[src/rtl/spi_tgt_pkg.sv]
// Package: shared constants for the serial converter port.
// Assumes a command layout of opcode nibble, address nibble, data byte.
package spi_tgt_pkg;
    localparam logic [3:0] OP_WRITE   = 4'h8;
    localparam int         OP_W       = 4;
    localparam int         ADDR_NIB_W = 4;
endpackage

[src/rtl/spi_tgt_edge.sv]
// Edge detector for a group of inputs that are already synchronous to clk.
// A rise or fall is reported in the cycle the new level is first seen.
module spi_tgt_edge #(
    parameter int WIDTH = 2
) (
    input  logic             clk,
    input  logic             rst_n,
    input  logic [WIDTH-1:0] din,
    output logic [WIDTH-1:0] rise,
    output logic [WIDTH-1:0] fall
);
    logic [WIDTH-1:0] prev_q;

    // Keep the previous level of every input; all inputs rest low in reset.
    always_ff @(posedge clk) begin
        if (!rst_n) prev_q <= '0;
        else        prev_q <= din;
    end

    // One detector for each input bit.
    for (genvar g = 0; g < WIDTH; g++) begin : g_det
        assign rise[g] =  din[g] & ~prev_q[g];
        assign fall[g] = ~din[g] &  prev_q[g];
    end
endmodule

[src/rtl/spi_tgt_rate.sv]
// Conversion timer and result source. While start is high it pulses drdy
// once every RATE_DIV clocks and counts the pulses. The result word is
// either that count or the test input. Assumes RATE_DIV >= 2.
module spi_tgt_rate #(
    parameter int DATA_W   = 24,
    parameter int RATE_DIV = 625
) (
    input  logic              clk,
    input  logic              rst_n,
    input  logic              start,
    input  logic              test_en,
    input  logic [DATA_W-1:0] test_word,
    output logic              drdy,
    output logic [DATA_W-1:0] result
);
    localparam int DIV_W = $clog2(RATE_DIV);
    localparam logic [DIV_W-1:0] DIV_LAST = DIV_W'(RATE_DIV - 1);

    logic [DIV_W-1:0]  div_q;
    logic [DATA_W-1:0] conv_q;

    // Divider, pulse and conversion count; the divider restarts while start is low.
    always_ff @(posedge clk) begin
        if (!rst_n) begin
            div_q  <= '0;
            drdy   <= 1'b0;
            conv_q <= '0;
        end else if (!start) begin
            div_q  <= '0;
            drdy   <= 1'b0;
        end else if (div_q == DIV_LAST) begin
            div_q  <= '0;
            drdy   <= 1'b1;
            conv_q <= conv_q + 1'b1;
        end else begin
            div_q  <= div_q + 1'b1;
            drdy   <= 1'b0;
        end
    end

    // Pick the result source.
    assign result = test_en ? test_word : conv_q;
endmodule

[src/rtl/spi_tgt_regs.sv]
// Command decoder and configuration registers. When a frame closes, the
// received bits are checked: the padding must be zero, the opcode must be
// a write, and the bit count must equal the frame length. A valid write
// stores one register. The outputs are the next-cycle register values, so
// the frame right after a write already uses them.
module spi_tgt_regs
    import spi_tgt_pkg::*;
#(
    parameter int FRAME_MAX = 32,
    parameter int CMD_W     = 16,
    parameter int REG_W     = 8,
    parameter int NUM_REGS  = 16,
    parameter int STAT_ADDR = 1,
    parameter int STAT_BIT  = 0,
    parameter int CNT_W     = 6
) (
    input  logic                 clk,
    input  logic                 rst_n,
    input  logic                 frame_end,
    input  logic [FRAME_MAX-1:0] cmd_bits,
    input  logic [CNT_W-1:0]     bits_seen,
    input  logic [CNT_W-1:0]     frame_len,
    output logic                 stat_en_next,
    output logic [REG_W-1:0]     cfg_sig
);
    logic [REG_W-1:0] regs_q [NUM_REGS];
    logic [REG_W-1:0] regs_d [NUM_REGS];
    logic [OP_W-1:0]       opcode;
    logic [ADDR_NIB_W-1:0] addr;
    logic [REG_W-1:0]      wdata;
    logic                  pad_zero;
    logic                  wr_ok;

    assign opcode   = cmd_bits[CMD_W-1 -: OP_W];
    assign addr     = cmd_bits[CMD_W-OP_W-1 -: ADDR_NIB_W];
    assign wdata    = cmd_bits[REG_W-1:0];
    assign pad_zero = (cmd_bits[FRAME_MAX-1:CMD_W] == '0);

    // A write is accepted only for a full-length, zero-padded frame with the write opcode.
    assign wr_ok = frame_end && (bits_seen == frame_len) && pad_zero && (opcode == OP_WRITE);

    // One storage slot per register address.
    for (genvar g = 0; g < NUM_REGS; g++) begin : g_reg
        assign regs_d[g] = (wr_ok && addr == ADDR_NIB_W'(g)) ? wdata : regs_q[g];

        // Hold or update this register.
        always_ff @(posedge clk) begin
            if (!rst_n) regs_q[g] <= '0;
            else        regs_q[g] <= regs_d[g];
        end
    end

    // Fold every register into the signature sent in the status byte.
    always_comb begin
        cfg_sig = '0;
        for (int i = 0; i < NUM_REGS; i++) cfg_sig = cfg_sig ^ regs_d[i];
    end

    assign stat_en_next = regs_d[STAT_ADDR][STAT_BIT];
endmodule

[src/rtl/spi_frame_target.sv]
// Top of the serial converter port. Its clock oversamples SCLK, chip select
// and SDI, which the host keeps synchronous to clk. With chip select held low,
// frames are found by counting rising SCLK edges. Once chip select is seen
// high, chip-select framing stays active until reset. SDO moves on falling
// SCLK edges, and each new frame is loaded at the frame boundary.
module spi_frame_target #(
    parameter int DATA_W   = 24,
    parameter int STAT_W   = 8,
    parameter int CMD_W    = 16,
    parameter int NUM_REGS = 16,
    parameter int RATE_DIV = 625
) (
    input  logic              clk,
    input  logic              rst_n,
    input  logic              sclk,
    input  logic              cs_n,
    input  logic              sdi,
    input  logic              start,
    input  logic              test_en,
    input  logic [DATA_W-1:0] test_word,
    output logic              sdo,
    output logic              drdy
);
    localparam int FRAME_MAX = DATA_W + STAT_W;
    localparam int CNT_W     = $clog2(FRAME_MAX + 1);
    localparam logic [CNT_W-1:0] LEN_SHORT = CNT_W'(DATA_W);
    localparam logic [CNT_W-1:0] LEN_LONG  = CNT_W'(FRAME_MAX);
    localparam logic [CNT_W-1:0] CNT_SAT   = '1;

    logic [1:0]           rise_v, fall_v;
    logic                 sclk_rise, sclk_fall, cs_rise;
    logic                 rise_ok, count_end, frame_end;
    logic                 mode4_q, seen_q, len32_q, pend_q, mode_next;
    logic [CNT_W-1:0]     bit_cnt_q, bits_done, frame_len;
    logic [FRAME_MAX-1:0] in_sr_q, in_next, out_sr_q, load_word;
    logic [DATA_W-1:0]    held_q, next_word, result;
    logic                 stat_en_next;
    logic [STAT_W-1:0]    cfg_sig, status;

    spi_tgt_edge #(.WIDTH(2)) u_edge (
        .clk(clk), .rst_n(rst_n), .din({cs_n, sclk}), .rise(rise_v), .fall(fall_v)
    );
    assign sclk_rise = rise_v[0];
    assign sclk_fall = fall_v[0];
    assign cs_rise   = rise_v[1];

    spi_tgt_rate #(.DATA_W(DATA_W), .RATE_DIV(RATE_DIV)) u_rate (
        .clk(clk), .rst_n(rst_n), .start(start), .test_en(test_en),
        .test_word(test_word), .drdy(drdy), .result(result)
    );

    // Frame length, edge qualification and boundary detection.
    assign frame_len = len32_q ? LEN_LONG : LEN_SHORT;
    assign rise_ok   = sclk_rise & ~cs_n;
    assign count_end = ~mode4_q & rise_ok & (bit_cnt_q == frame_len - 1'b1);
    assign frame_end = cs_rise | count_end;
    assign in_next   = rise_ok ? {in_sr_q[FRAME_MAX-2:0], sdi} : in_sr_q;
    assign bits_done = (rise_ok && bit_cnt_q != CNT_SAT) ? bit_cnt_q + 1'b1 : bit_cnt_q;

    spi_tgt_regs #(
        .FRAME_MAX(FRAME_MAX), .CMD_W(CMD_W), .REG_W(STAT_W), .NUM_REGS(NUM_REGS),
        .STAT_ADDR(1), .STAT_BIT(0), .CNT_W(CNT_W)
    ) u_regs (
        .clk(clk), .rst_n(rst_n), .frame_end(frame_end), .cmd_bits(in_next),
        .bits_seen(bits_done), .frame_len(frame_len),
        .stat_en_next(stat_en_next), .cfg_sig(cfg_sig)
    );

    // Word for the next frame: a fresh result only if a conversion finished since the last boundary.
    assign mode_next = mode4_q | cs_n;
    assign next_word = pend_q ? result : held_q;
    assign status    = cfg_sig ^ {mode_next, test_en, {(STAT_W-2){1'b0}}};
    assign load_word = stat_en_next ? {status, next_word} : {next_word, {STAT_W{1'b0}}};

    // Framing state, the sticky mode latch, and the input and output shifters.
    always_ff @(posedge clk) begin
        if (!rst_n) begin
            mode4_q   <= 1'b0;
            bit_cnt_q <= '0;
            seen_q    <= 1'b0;
            len32_q   <= 1'b0;
            pend_q    <= 1'b0;
            held_q    <= '0;
            in_sr_q   <= '0;
            out_sr_q  <= '0;
        end else begin
            mode4_q <= mode_next;
            if (drdy) pend_q <= 1'b1;
            if (frame_end) begin
                bit_cnt_q <= '0;
                seen_q    <= 1'b0;
                in_sr_q   <= '0;
                len32_q   <= stat_en_next;
                held_q    <= next_word;
                pend_q    <= drdy;
                out_sr_q  <= load_word;
            end else begin
                if (rise_ok) begin
                    in_sr_q   <= in_next;
                    bit_cnt_q <= bits_done;
                    seen_q    <= 1'b1;
                end
                if (sclk_fall && seen_q && !cs_n)
                    out_sr_q <= {out_sr_q[FRAME_MAX-2:0], 1'b0};
            end
        end
    end

    assign sdo = out_sr_q[FRAME_MAX-1];
endmodule

[config.mk]
export PLATFORM = sky130hd
export DESIGN_NAME = spi_frame_target
export DESIGN_NICKNAME = d
export VERILOG_FILES = /design/src/rtl/spi_tgt_pkg.sv /design/src/rtl/spi_tgt_edge.sv /design/src/rtl/spi_tgt_rate.sv /design/src/rtl/spi_tgt_regs.sv /design/src/rtl/spi_frame_target.sv
export SDC_FILE = /design/constraint.sdc
export NUM_CORES = 1
export LEC_CHECK = 0
export ABC_CLOCK_PERIOD_IN_PS = 6000
export BUFFER_PORTS_ARGS = -buffer_cell sky130_fd_sc_hd__buf_4
export CAP_MARGIN = 40
export CORE_MARGIN = 4
export CORE_UTILIZATION = 43
export CTS_CLUSTER_DIAMETER = 40
export CTS_CLUSTER_SIZE = 20
export DETAILED_ROUTE_END_ITERATION = 6
export REMOVE_ABC_BUFFERS = 1
export SYNTH_ARGS = -nofsm -noshare
export SYNTH_HDL_FRONTEND = slang
export SYNTH_SLANG_ARGS = --single-unit
export TNS_END_PERCENT = 10
[constraint.sdc]
create_clock -name clk -period 6 [get_ports clk]
set_input_delay 0 -clock clk [delete_from_list [all_inputs] [get_ports clk]]
set_output_delay 0 -clock clk [all_outputs]
set_load 0.02 [all_outputs]
==> results.md <==
* Status: complete, no violations
* IO Count at 33
* Worst-path clk slew at 60 ps
* CTS sink count at 263
* Vias in the first global route at 13623
* DR pass1 iterations at 5
* First-pass GRT wire length at 80210 um
* Startpoint types: register
* Buffers added on ports at 32
* FILL cells at 3349
* Slew Viols, Final at 0
* CP Capture Type: register
* VDD IR max at 235.4 uV
* Achievable Freq at 207.3 MHz
* Period Utilization, post-route at 0.8039
* Antenna Nets Post-Route at 0
* H-tree levels at 2
* DR vias at 15052
* Post-synth ARST share at 0
* Endpoints failing setup at 0
* Most common cell after layout, fill and taps aside: nor2_1
* LEAKAGE at 6.314 nW
* Final setup skew at 28.13 ps
* Post-synthesis sequential area ratio at 0.3441
* Die ar. at 38660 um^2
* Synth warn at 0
* Most frequent cells in the layout: 337 x nor2_1, 263 x dfxtp_1, 231 x nand2_1
* Tmin final at 4823 ps
* Total negative slack at 0 ps
* Crit path kind: register to register
* Grt total ovfl at 0
* Die Height at 196.6 um
* Worst skew pair latency at 570 ps
* Die Span X at 196.6 um
* CTS tree: done
* Worst min path class: input port to register
* Root buf cell: clkbuf_16
* Std-Cell Rows at 68
* Syn-to-layout area delta at 16.74%
* Place WS at 1294 ps
* Initial antenna violation count at 0
* Worst slew margin at 0.3348
* PD cells at 261.7 nW/um^2
* Final instance area at 17860 um^2
* Starting Density at 0.4397
* Worst EP arrival at 5290 ps
* WP data required at 6470 ps
* Iteration-0 DRC Markers at 1402
* Fraction of layout cells with a size suffix above 1 at 0.1195
* Post-DR vias/cell at 6.045
* Clock buffer depth at 3
* Post-CTS Repair Setup Buffers at 0
* Worst slew pin tran at 978.5 ps
* RD Place Congestion at 0.9701
* Layout Utilization at 0.5133
* Core area at 34800 um^2
* Nets@finish at 2030
* Pin count of the biggest net entering global routing at 79
* Num CTS Buffers at 48
* Routed Wire Length at 52130 um
* Worst hold slack at 32.01 ps
* Tot GR Track Use at 0.2607
* Dpl hpwl at 35680 um
* # Max-Cap Violations at 0
* Synth Flop Type: dfxtp_1
* Mapped Area at 15300 um^2
* RSZ-0062 raised after global routing: no
* Hold Violations, Final at 0
* Placed inst area at 16130 um^2
* Crit path max fanout at 16
* Drt drc at 0
* Mapped Avg Cell Area at 7.700 um^2
* EDFF count, synth at 0
* Final WS setup at 1177 ps
* Distinct cells, synth at 88
* Synth Instances at 1987
* WL/cell at 20.94 um
* Yosys reg bits at 263
## worst paths after layout
kind	startpoint	to	slack (ps)	cells after the start
max	bit_cnt_q[2]	out_sr_q[25]	1180	12
min	test_word[9]	held_q[9]	30	7
max reg2reg	bit_cnt_q[2]	out_sr_q[25]	1180	12
min reg2reg	in_sr_q[31]	in_sr_q[31]	460	2
## power by group
group          internal (mW)  leakage [nW]  switching, mW
Clock                   1.70         0.791           1.04
Sequential              1.76          2.12        0.00753
Combinational         0.0567          3.40          0.106
## per-layer routing
metal,track usage,part of all wire,vias up
met3,0.05145,0.080,148
met1,0.3528,0.43,7123
met2,0.4132,0.45,618
li1,-,-,7163
met5,0,0,-
met4,0.1002,0.038,0
## Yosys cell counts, drive strengths merged, types with 6 or more instances
cell	count	area (um^2)
clkbuf	107	401.6
a211oi	111	833.3
o22a	7	61.31
o31ai	6	45.04
nand4	17	112.6
o211a	8	80.08
nand2b	7	43.79
o32ai	6	52.55
inv	20	75.07
xnor3	12	270.3
buf	42	211.5
or2	7	43.79
o21ai	94	474.2
or3	9	56.30
nand2	231	867.1
xor2	46	402.9
and2	27	168.9
mux2i	45	450.4
o221ai	7	61.31
nand3	63	315.3
o22ai	30	187.7
a21oi	135	690.7
nor2	339	1272
a21boi	7	52.55
a31oi	17	121.4
nor3	63	381.6
xnor2	78	683.2
o2111ai	6	52.55
dfxtp	263	5265
o21a	8	60.06
nor4	25	198.9
a221oi	17	148.9
o311a	16	160.2
a221o	9	90.09
and3	21	131.4
o211ai	13	97.59
## critical path, cell delays in order (launching register included)
cell      delay [ps]
dfxtp_1          470
nor4bb_1         640
a32o_1           650
and3_1           300
a32oi_2           80
buf_4            240
nor3_2           710
a21oi_1          130
a21oi_1          220
xor2_1           260
xnor3_1          480
mux2_2           300
o31a_1           230
## metrics by stage
stage	std cells	total power [mW]
6_report	2490	4.675
5_1_grt	2489	4.820
4_1_cts	2489	4.725
3_5_place_dp	2392	1.961
3_3_place_gp	2381	1.955
2_1_floorplan	1838	1.891
## layout make-up
cell class,count,area [um^2],share of cell area
Clock buffer,55,1279,0.07159
Antenna cell,1,2.502,0.0001401
Multi-Input combinational cell,1555,9425,0.5277
Inverter,20,80.08,0.004483
Sequential cell,263,5265,0.2948
Tap cell,455,569.3,0.03187
Timing Repair Buffer,107,874.6,0.04897
Clock inverter,34,365.4,0.02046
## flip-flops by register name, indices dropped and copies added, names as in the netlist, 2 cells and up
register / cells
u_regs.regs_q: 128
u_rate.conv_q: 24
in_sr_q: 32
u_edge.prev_q: 2
bit_cnt_q: 6
out_sr_q: 32
held_q: 24
u_rate.div_q: 10
## timing repair
item,in CTS,in global routing
hold buffers,8,0
hold endpoints to repair,59,0
gates resized for setup,0,0
## cell families (layout without fill, tap and decap cells)
logic type / Yosys count / after routing / synth area share
muxes: 49 / 49 / 0.03263
DFF: 263 / 263 / 0.3441
buffers and inverters: 169 / 216 / 0.04498
AOI/OAI and AO/OA: 538 / 538 / 0.2397
other: 0 / 1 / 0
adders and majority gates: 4 / 4 / 0.003271
and+or+nand+nor: 828 / 828 / 0.2466
xor gates and xnor gates: 136 / 136 / 0.08865
Note: power is estimated with default switching activity, not from simulation.
